## config.mk

```make
export PLATFORM = sky130hd
export DESIGN_NAME = sync_descrambler
export DESIGN_NICKNAME = d
export VERILOG_FILES = /design/src/rtl/sdsc_pkg.sv /design/src/rtl/sdsc_shreg.sv /design/src/rtl/sdsc_mode.sv /design/src/rtl/sync_descrambler.sv
export SDC_FILE = /design/constraint.sdc
export NUM_CORES = 1
export LEC_CHECK = 0
export BUFFER_PORTS_ARGS = -buffer_cell sky130_fd_sc_hd__buf_2
export CAP_MARGIN = 20
export CORE_MARGIN = 2
export CORE_UTILIZATION = 59
export DETAILED_ROUTE_END_ITERATION = 10
export PLACE_DENSITY = 0.79
export SYNTH_ARGS = -nofsm -noshare
export SYNTH_HDL_FRONTEND = slang
export SYNTH_HIERARCHICAL = 1
export SYNTH_SLANG_ARGS = --single-unit
```

## constraint.sdc

```tcl
create_clock -name clk -period 3.35 [get_ports clk]
set_input_delay 1.005 -clock clk [delete_from_list [all_inputs] [get_ports clk]]
set_output_delay 1.005 -clock clk [all_outputs]
set_load 0.1 [all_outputs]
```

## src/rtl/sdsc_pkg.sv

```systemverilog
package sdsc_pkg;

    parameter int unsigned TAP_NEAR_DEF = 9;
    parameter int unsigned TAP_FAR_DEF  = 11;
    parameter bit          IDLE_DEF     = 1'b1;

    typedef enum logic {
        MODE_SAMPLE = 1'b0,
        MODE_HOLD   = 1'b1
    } mode_e;

    typedef struct packed {
        logic data;
        logic hyp;
    } out_pair_t;

    function automatic logic key_in_sel(mode_e m, logic fb, logic rx, logic idle);
        return (m == MODE_HOLD) ? fb : (rx ^ idle);
    endfunction

endpackage

```

## src/rtl/sdsc_shreg.sv

```systemverilog
module sdsc_shreg #(
    parameter int unsigned TAP_NEAR = 9,
    parameter int unsigned TAP_FAR  = 11
) (
    input  logic               clk,
    input  logic               rst,
    input  logic               shift_en,
    input  logic               din,
    output logic [TAP_FAR-1:0] q,
    output logic               tap,
    output logic               nz_next
);
    localparam int unsigned WIDTH = TAP_FAR;

    logic [WIDTH-1:0] q_next;

    always_comb begin
        q_next = shift_en ? {q[WIDTH-2:0], din} : q;
    end

    always_ff @(posedge clk) begin
        if (rst) q <= '0;
        else     q <= q_next;
    end

    assign tap     = q[TAP_NEAR-1] ^ q[TAP_FAR-1];
    assign nz_next = |q_next;

    // no shift when no valid bit
    a_r8_frozen_when_idle: assert property (@(posedge clk) disable iff (rst)
        !shift_en |=> $stable(q));

endmodule

```

## src/rtl/sdsc_mode.sv

```systemverilog
module sdsc_mode (
    input  logic            clk,
    input  logic            rst,
    input  logic            hold_req,
    input  logic            key_nz_next,
    output sdsc_pkg::mode_e mode
);
    import sdsc_pkg::*;

    always_ff @(posedge clk) begin
        if (rst)                          mode <= MODE_SAMPLE;
        else if (hold_req && key_nz_next) mode <= MODE_HOLD;
        else                              mode <= MODE_SAMPLE;
    end

    // release of the hold request ends hold mode after one edge
    a_r6_release: assert property (@(posedge clk) disable iff (rst)
        !hold_req |=> mode == MODE_SAMPLE);

    // a zero next key never leads into hold
    a_r7_refuse_zero: assert property (@(posedge clk) disable iff (rst)
        !key_nz_next |=> mode == MODE_SAMPLE);

endmodule

```

## src/rtl/sync_descrambler.sv

```systemverilog
module sync_descrambler #(
    parameter int unsigned TAP_NEAR = sdsc_pkg::TAP_NEAR_DEF,
    parameter int unsigned TAP_FAR  = sdsc_pkg::TAP_FAR_DEF,
    parameter bit          IDLE_BIT = sdsc_pkg::IDLE_DEF
) (
    input  logic clk,
    input  logic rst,
    input  logic bit_vld,
    input  logic rx_bit,
    input  logic hold_req,
    output logic dout,
    output logic dout_vld,
    output logic hyp_bit,
    output logic locked
);
    import sdsc_pkg::*;

    localparam int unsigned HIST_W = TAP_FAR;

    logic [HIST_W-1:0] rx_q;
    logic [HIST_W-1:0] key_q;
    logic              rx_tap, key_tap;
    logic              rx_nz, key_nz;
    logic              key_din;
    mode_e             mode;
    out_pair_t         obuf;

    assign key_din = key_in_sel(mode, key_tap, rx_bit, IDLE_BIT);

    // history of received bits, feeds the hypothetical-data path
    sdsc_shreg #(.TAP_NEAR(TAP_NEAR), .TAP_FAR(TAP_FAR)) u_rx_hist (
        .clk      (clk),
        .rst      (rst),
        .shift_en (bit_vld),
        .din      (rx_bit),
        .q        (rx_q),
        .tap      (rx_tap),
        .nz_next  (rx_nz)
    );

    // local key register: sampled in sample mode, free LFSR in hold mode
    sdsc_shreg #(.TAP_NEAR(TAP_NEAR), .TAP_FAR(TAP_FAR)) u_key (
        .clk      (clk),
        .rst      (rst),
        .shift_en (bit_vld),
        .din      (key_din),
        .q        (key_q),
        .tap      (key_tap),
        .nz_next  (key_nz)
    );

    sdsc_mode u_mode (
        .clk         (clk),
        .rst         (rst),
        .hold_req    (hold_req),
        .key_nz_next (key_nz),
        .mode        (mode)
    );

    always_ff @(posedge clk) begin
        if (rst) begin
            obuf     <= '0;
            dout_vld <= 1'b0;
        end else begin
            dout_vld <= bit_vld;
            if (bit_vld) begin
                obuf.data <= rx_bit ^ key_tap;
                obuf.hyp  <= rx_bit ^ rx_tap;
            end
        end
    end

    assign dout    = obuf.data;
    assign hyp_bit = obuf.hyp;
    assign locked  = (mode == MODE_HOLD);

    // hold mode never runs on an all-zero key
    a_r7_no_zero_in_hold: assert property (@(posedge clk) disable iff (rst)
        locked |-> (key_q != '0));

    // output strobe follows each valid bit by one clock
    a_r3_vld_follows: assert property (@(posedge clk) disable iff (rst)
        bit_vld |=> dout_vld);
    a_r3_vld_quiet: assert property (@(posedge clk) disable iff (rst)
        !bit_vld |=> !dout_vld);

    // sample mode loads received bit XOR idle value
    a_r4_sample_load: assert property (@(posedge clk) disable iff (rst)
        (!locked && bit_vld) |=> key_q[0] == ($past(rx_bit) ^ IDLE_BIT));

    // hold mode loads its own feedback
    a_r2_hold_feedback: assert property (@(posedge clk) disable iff (rst)
        (locked && bit_vld) |=>
            key_q[0] == ($past(key_q[TAP_NEAR-1]) ^ $past(key_q[TAP_FAR-1])));

    // received history unchanged in idle cycles
    a_r8_rx_hist_idle: assert property (@(posedge clk) disable iff (rst)
        !bit_vld |-> (rx_nz == (|rx_q)));

endmodule

```

### Yosys cells after proc, flatten, opt, wreduce, memory -nomap -nowiden

Cells that the tools add are included.

* register bits after elaboration: 26
* input bits: 5
* output and inout bits: 4
* logic and storage cells: 16

* muxes and demuxes: 3
* bitwise logic cells: 5
* reduce and logical (&&, ||, !) cells: 2

Operators by type and width (number)
* 11-bit two-way mux: 1
* 11-bit OR reduction: 1
* 1-bit XOR: 4
* 1-bit two-way mux: 2
* 1-bit logical AND: 1
* 1-bit NOT: 1

### Longest topological paths before layout

Gate-level depths: netlist (run 1).

* depth in word-level cells: 6
* mapped depth: 6
* mapped depth without buffers: 6

### Modules after synthesis

The synthesis (run 1) kept the hierarchy.

By module, submodules not included
* sdsc_shreg: instances 2, cells each 41, area each 425.4 sq um, seq. area each 220.2 sq um
* sync_descrambler: instances 1, cells each 12, area each 115.1 sq um, seq. area each 60.1 sq um
* sdsc_mode: instances 1, cells each 2, area each 28.8 sq um, seq. area each 20.0 sq um

### Least setup slack after synthesis (run 1)

No wires, ideal clock.

* kind: register to output
* start point: register u_mode.mode
* end point: output port locked
* arrival time: 936 ps
* data required time: 2345 ps
* slack: 1409 ps
* stages on the path, launching flop included: 1
* buffers on the path: 0
* cell sequence: dfxtp_1

RTL lines
* start: declaration: RTL line sdsc_mode.sv:6 `output sdsc_pkg::mode_e mode`
* start signal: assignment: RTL line sdsc_mode.sv:11 `if (rst) mode <= MODE_SAMPLE;`
* start signal: assignment: RTL line sdsc_mode.sv:12 `else if (hold_req && key_nz_next) mode <= MODE_HOLD;`
* start signal: assignment: RTL line sdsc_mode.sv:13 `else mode <= MODE_SAMPLE;`
* end: declaration: RTL line sync_descrambler.sv:14 `output logic locked`

No word-level cell between the ends.

### Worst setup path in the final report (run 1)

* start point: register u_mode.mode
* end point: output port locked

No word-level cell between the ends.

==> impl_results.md, run 1 <==
* Area of the die at 1982 sq um
* Routed WL at 1392 um
* Power per cell area at 552.0 nW/um^2
* Boundary Pins at 9
* WS Path Type: reg -> out
* Critical Path Source Type: flip-flop
* # DRC at 0
* HP Class: reg -> reg
* CTS tree: built
* Area Overhead vs Synth at 8.527%
* P_leak at 0.4743 nW
* Hold path start: u_key/q[9]
* F_max at 475.5 MHz
* Largest delay contributor family on the critical path: buffers and inverters
* DRT antenna net count at 0
* Hold depth at 2
* Via density at 5.319
* GRT overflow at 0
* Detailed Routing Iterations Pass 1 at 4
* Initial Utilization at 63.55%
* First-pass GRT wire length at 2428 um
* DP Wirelength at 941.3 um
* Vias at 617
* Ant. Diodes at 0
* Synthesis warning total at 6
* Setup TNS at 0 ps
* Clk root buf: clkbuf_4
* WHS Endpoint: u_key/q[10]
* Peak per-stage delay on the critical path at 430 ps
* Worst-path cell chain: buf_2
* Status: completed
* Fin nets at 106
* Final Util at 68.97%
* Syn_nets at 97
* Largest net degree at the start of global routing at 31
* Worst Reg-to-Reg Cells at 6
* Max-cap violations at 0
* Max Fanout on Critical Path at 3
* Chip Width at 44.52 um
* Total Routing Usage GR at 17.19%
* Buffers & Inverters on Critical Path at 1
* Clk_skew at 5.607 ps
* Syn_area_per_cell at 10.53 sq um
* DRT iter0 DRCs at 14
* WP data arrival at 1100 ps
* Worst R2R End: u_mode/mode
* PortBufs at 8
* Fin. Hold Viols at 0
* Power consumption at 0.0005801 W
* Clk sinks at 26
* Clock transition at path regs at 140 ps
* R2R Setup Slk at 1910 ps
* Worst rel slew slack at 53.89%
* Tmin final at 2103 ps
* CP required at 2340 ps
* Setup-failing EPs final at 0
* Die H at 44.52 um
* Fin crit share at 62.78%
* Cell Area, Synth at 968.4 sq um
* Ratio of cells with drive above 1 in the final layout at 14.00%
* Slew Limit Fails at 0
* Cell count after synthesis at 92
* Worst path slowest cell: buf_2
* Worst VDD drop at 0.3248 mV
* RSZ-0062 raised after global routing: false
* Worst-margin pin slew at 691.7 ps
* CTS Buffer Depth at 2
* Skew-Pair Late Insertion Delay at 310 ps
* Row count at 14
* Core ar. at 1524 sq um
* CTS Hold Buffers Added at 0
* Initial antenna violation count at 0
* Placer Congestion at 0.7246
* Postcts setup bufs at 0
* Crit end category: output pin
* CTS Buf Count at 3
* Post-DR wirelength/cell at 12.00 um
* Post-CTS sizing at 0
* Crit Reg-Reg Startpoint: u_key/q[8]
* H-tree Lvls at 1
* Vias in the first global route at 580
## worst max path at each step
stage	endpoint	start	slack [ps]	depth (start not counted)
after floorplan	locked	u_mode/mode	1410	0
after global placement	u_mode/mode	bit_vld	1190	4
after detailed placement	u_mode/mode	bit_vld	1140	4
after CTS	locked	u_mode/mode	1230	1
after global routing	hyp_bit	hyp_bit	1190	1
final	locked	u_mode/mode	1250	1
## cell type report
cell class                 instances  area (sq um)
clock buffer                       3         22.52
clock inverter                     1         30.03
fill                             119         473.0
multi-input combinational         62         417.9
sequential                        26         520.5
tap                               16         20.02
timing repair buffer               8         40.04
## where the power goes
group	switching [W]	internal, W	total (W)	leakage [nW]
Combinational	0.0000393	0.0000149	0.0000542	0.235
Sequential	0.00000299	0.000315	0.000318	0.211
Clock	0.0000869	0.000121	0.000208	0.0279
Total	0.000129	0.000451	0.000580	0.474
## cells in the final DEF (no fill, tap or decap), drive strengths merged, types with 2 or more instances in the layout
cell    instances
dfxtp          26
xor2            2
clkbuf          3
xnor2           2
nand2b          2
a21oi           2
a211oi          3
nor2           22
mux2i          20
buf             8
nor4            2
nand2           3
## sequential cells by signal (all words and copies together) (netlist names)
register     cells
dout             1
dout_vld         1
hyp_bit          1
u_key/q         11
u_mode/mode      1
u_rx_hist/q     11
## routing by layer
metal | GRT usage [%] | part of all wire, % | up-vias
li1 | - | - | 328
met1 | 22.76 | 51 | 276
met2 | 24.93 | 43 | 11
met3 | 4.082 | 4.3 | 2
met4 | 10.91 | 1.1 | 0
met5 | 0 | 0 | -
## stage by stage
| stage | cell area [sq um] | instances | hold WS, ps | worst slack, ps |
|---|---|---|---|---|
| after CTS | 1051 | 116 | 479.7 | 1232 |
| after floorplan | 968.4 | 92 | 429.6 | 1409 |
| final | 1051 | 116 | 483.3 | 1247 |
| after global placement | 998.5 | 112 | 443.2 | 1190 |
| after global routing | 1051 | 116 | 493.8 | 1185 |
| after detailed placement | 998.5 | 112 | 461.5 | 1145 |
Power figures use the tool's default switching activity.
==> run 2: changes to the inputs <==
--- a/config.mk
+++ b/config.mk
@@ -8,9 +8,9 @@
 export BUFFER_PORTS_ARGS = -buffer_cell sky130_fd_sc_hd__buf_2
 export CAP_MARGIN = 20
 export CORE_MARGIN = 2
-export CORE_UTILIZATION = 59
+export CORE_UTILIZATION = 55
 export DETAILED_ROUTE_END_ITERATION = 10
-export PLACE_DENSITY = 0.79
+export PLACE_DENSITY = 0.75
 export SYNTH_ARGS = -nofsm -noshare
 export SYNTH_HDL_FRONTEND = slang
 export SYNTH_HIERARCHICAL = 1
==> constraint.sdc (replaced) <==
create_clock -name clk -period 2 [get_ports clk]
set_input_delay 0.6 -clock clk [delete_from_list [all_inputs] [get_ports clk]]
set_output_delay 0.6 -clock clk [all_outputs]
set_load 0.1 [all_outputs]
==> impl_results.md, run 2 (synthesis gave the netlist of run 1 again) <==
* Status: completed
* Ratio of cells with drive above 1 in the final layout at 15.69%
* Die H at 45.96 um
* Critical Path Source Type: flip-flop
* PortBufs at 8
* Placer Congestion at 0.6857
* Tmin final at 1721 ps
* Met2 routed WL at 611 um
* Fin. Hold Viols at 0
* Via density at 5.303
* GRT overflow at 0
* Worst-path cell chain: buf_2
* DP Wirelength at 1028 um
* Clk sinks at 26
* DRT iter0 DRCs at 14
* Clock transition at path regs at 130 ps
* Worst R2R End: u_mode/mode
* Setup WS post-layout at 279.3 ps
* Clk_skew at 1.714 ps
* Met3 wire length at 47 um
* Power per cell area at 843.4 nW/um^2
* CTS tree: built
* CTS Hold Buffers Added at 0
* Worst Reg-to-Reg Cells at 6
* Routed WL at 1448 um
* Vias at 631
* Total Routing Usage GR at 15.88%
* First-pass GRT wire length at 2318 um
* Placed Area at 1015 sq um
* DRT antenna net count at 0
* Hold depth at 2
* WHS Endpoint: u_rx_hist/q[10]
* Initial Utilization at 57.33%
* Largest net degree at the start of global routing at 27
* HP Class: reg -> reg
* P_leak at 0.4770 nW
* Initial antenna violation count at 0
* Max Fanout on Critical Path at 3
* Largest delay contributor family on the critical path: buffers and inverters
* Largest regs: u_key/q x11, u_rx_hist/q x11
* CTS Buffer Depth at 2
* F_max at 581.2 MHz
* Max-cap violations at 0
* Setup TNS at 0 ps
* Fin crit share at 86.03%
* RSZ-0062 raised after global routing: false
* WL met1 at 755 um
* Ant. Diodes at 0
* Commonest non-fill, non-tap cell in the layout: dfxtp_1
* R2R Setup Slk at 610 ps
* CP required at 1400 ps
* Dpl cells at 115
* # DRC at 0
* Power consumption at 0.0008864 W
* Row count at 15
* Worst-margin pin slew at 485.7 ps
* Worst setup path startpoint: u_mode/mode
* Design area at 1051 sq um
* CTS Buf Count at 3
* Core ar. at 1689 sq um
* Slew Limit Fails at 0
* Fin cells at 119
* Vias in the first global route at 547
* WP data arrival at 1120 ps
* Post-CTS sizing at 0
* Area Overhead vs Synth at 8.527%
* H-tree Lvls at 1
* Skew-Pair Late Insertion Delay at 320 ps
* Max Used Layer: met4
* Worst VDD drop at 0.4183 mV
* WS Path Type: reg -> out
* Hold path start: u_rx_hist/q[9]
* Peak per-stage delay on the critical path at 430 ps
* DP Worst Slack at 363.6 ps
* Crit end category: output pin
* Worst path slowest cell: buf_2
* Chip Width at 45.96 um
* Crit Reg-Reg Startpoint: u_key/q[8]
* Postcts setup bufs at 0
* Clk root buf: clkbuf_4
* Setup-failing EPs final at 0
* Most frequent cells in the layout: 26 x dfxtp_1, 22 x nor2_1, 20 x mux2i_1
* Area of the die at 2112 sq um
* Detailed Routing Iterations Pass 1 at 4
* Boundary Pins at 9
* Worst rel slew slack at 67.84%
* Fin nets at 108
* Buffers & Inverters on Critical Path at 1
* Post-DR wirelength/cell at 12.17 um
-- run 2: worst reg2reg max path, cell delays in order (launching register included) --
cell      delay [ps]
dfxtp_1          360
xor2_1           190
nand2_1           60
o21ai_0          100
a211oi_1         270
nand4_1          120
and3b_1          200
-- run 2: worst max path at each step --
stage                           to  slack [ps]  cells after the start
finish                      locked         280                      1
global placement    u_rx_hist/q[7]         400                      4
CTS                         locked         260                      1
floorplan              u_mode/mode         200                      4
detailed placement  u_rx_hist/q[7]         360                      4
global route                locked         240                      1
-- run 2: cell type report --
class | count | area (sq um)
fill | 145 | 638.1
tap | 17 | 21.27
sequential | 26 | 520.5
clock buffer | 4 | 36.28
multi-input combinational | 62 | 417.9
timing repair buffer | 10 | 55.05
-- run 2: power by group --
group / total [W] / switching (W) / internal (W)
combinational: 0.0000927 / 0.0000658 / 0.0000268
sequential: 0.000533 / 0.00000501 / 0.000528
clock: 0.000261 / 0.000149 / 0.000111
-- run 2: stage by stage --
stage               hold slack [ps]  utilization (%)
detailed placement            458.1            60.07
finish                        474.0            62.22
CTS                           480.9            62.22
global route                  496.3            62.22
global placement              450.5            60.07
floorplan                     429.6                -
-- run 2: metal layers --
metal,global-route usage [%],vias up
met4,8.571,0
met1,20.69,282
met3,3.571,5
met5,0,-
met2,24.17,13
li1,-,331
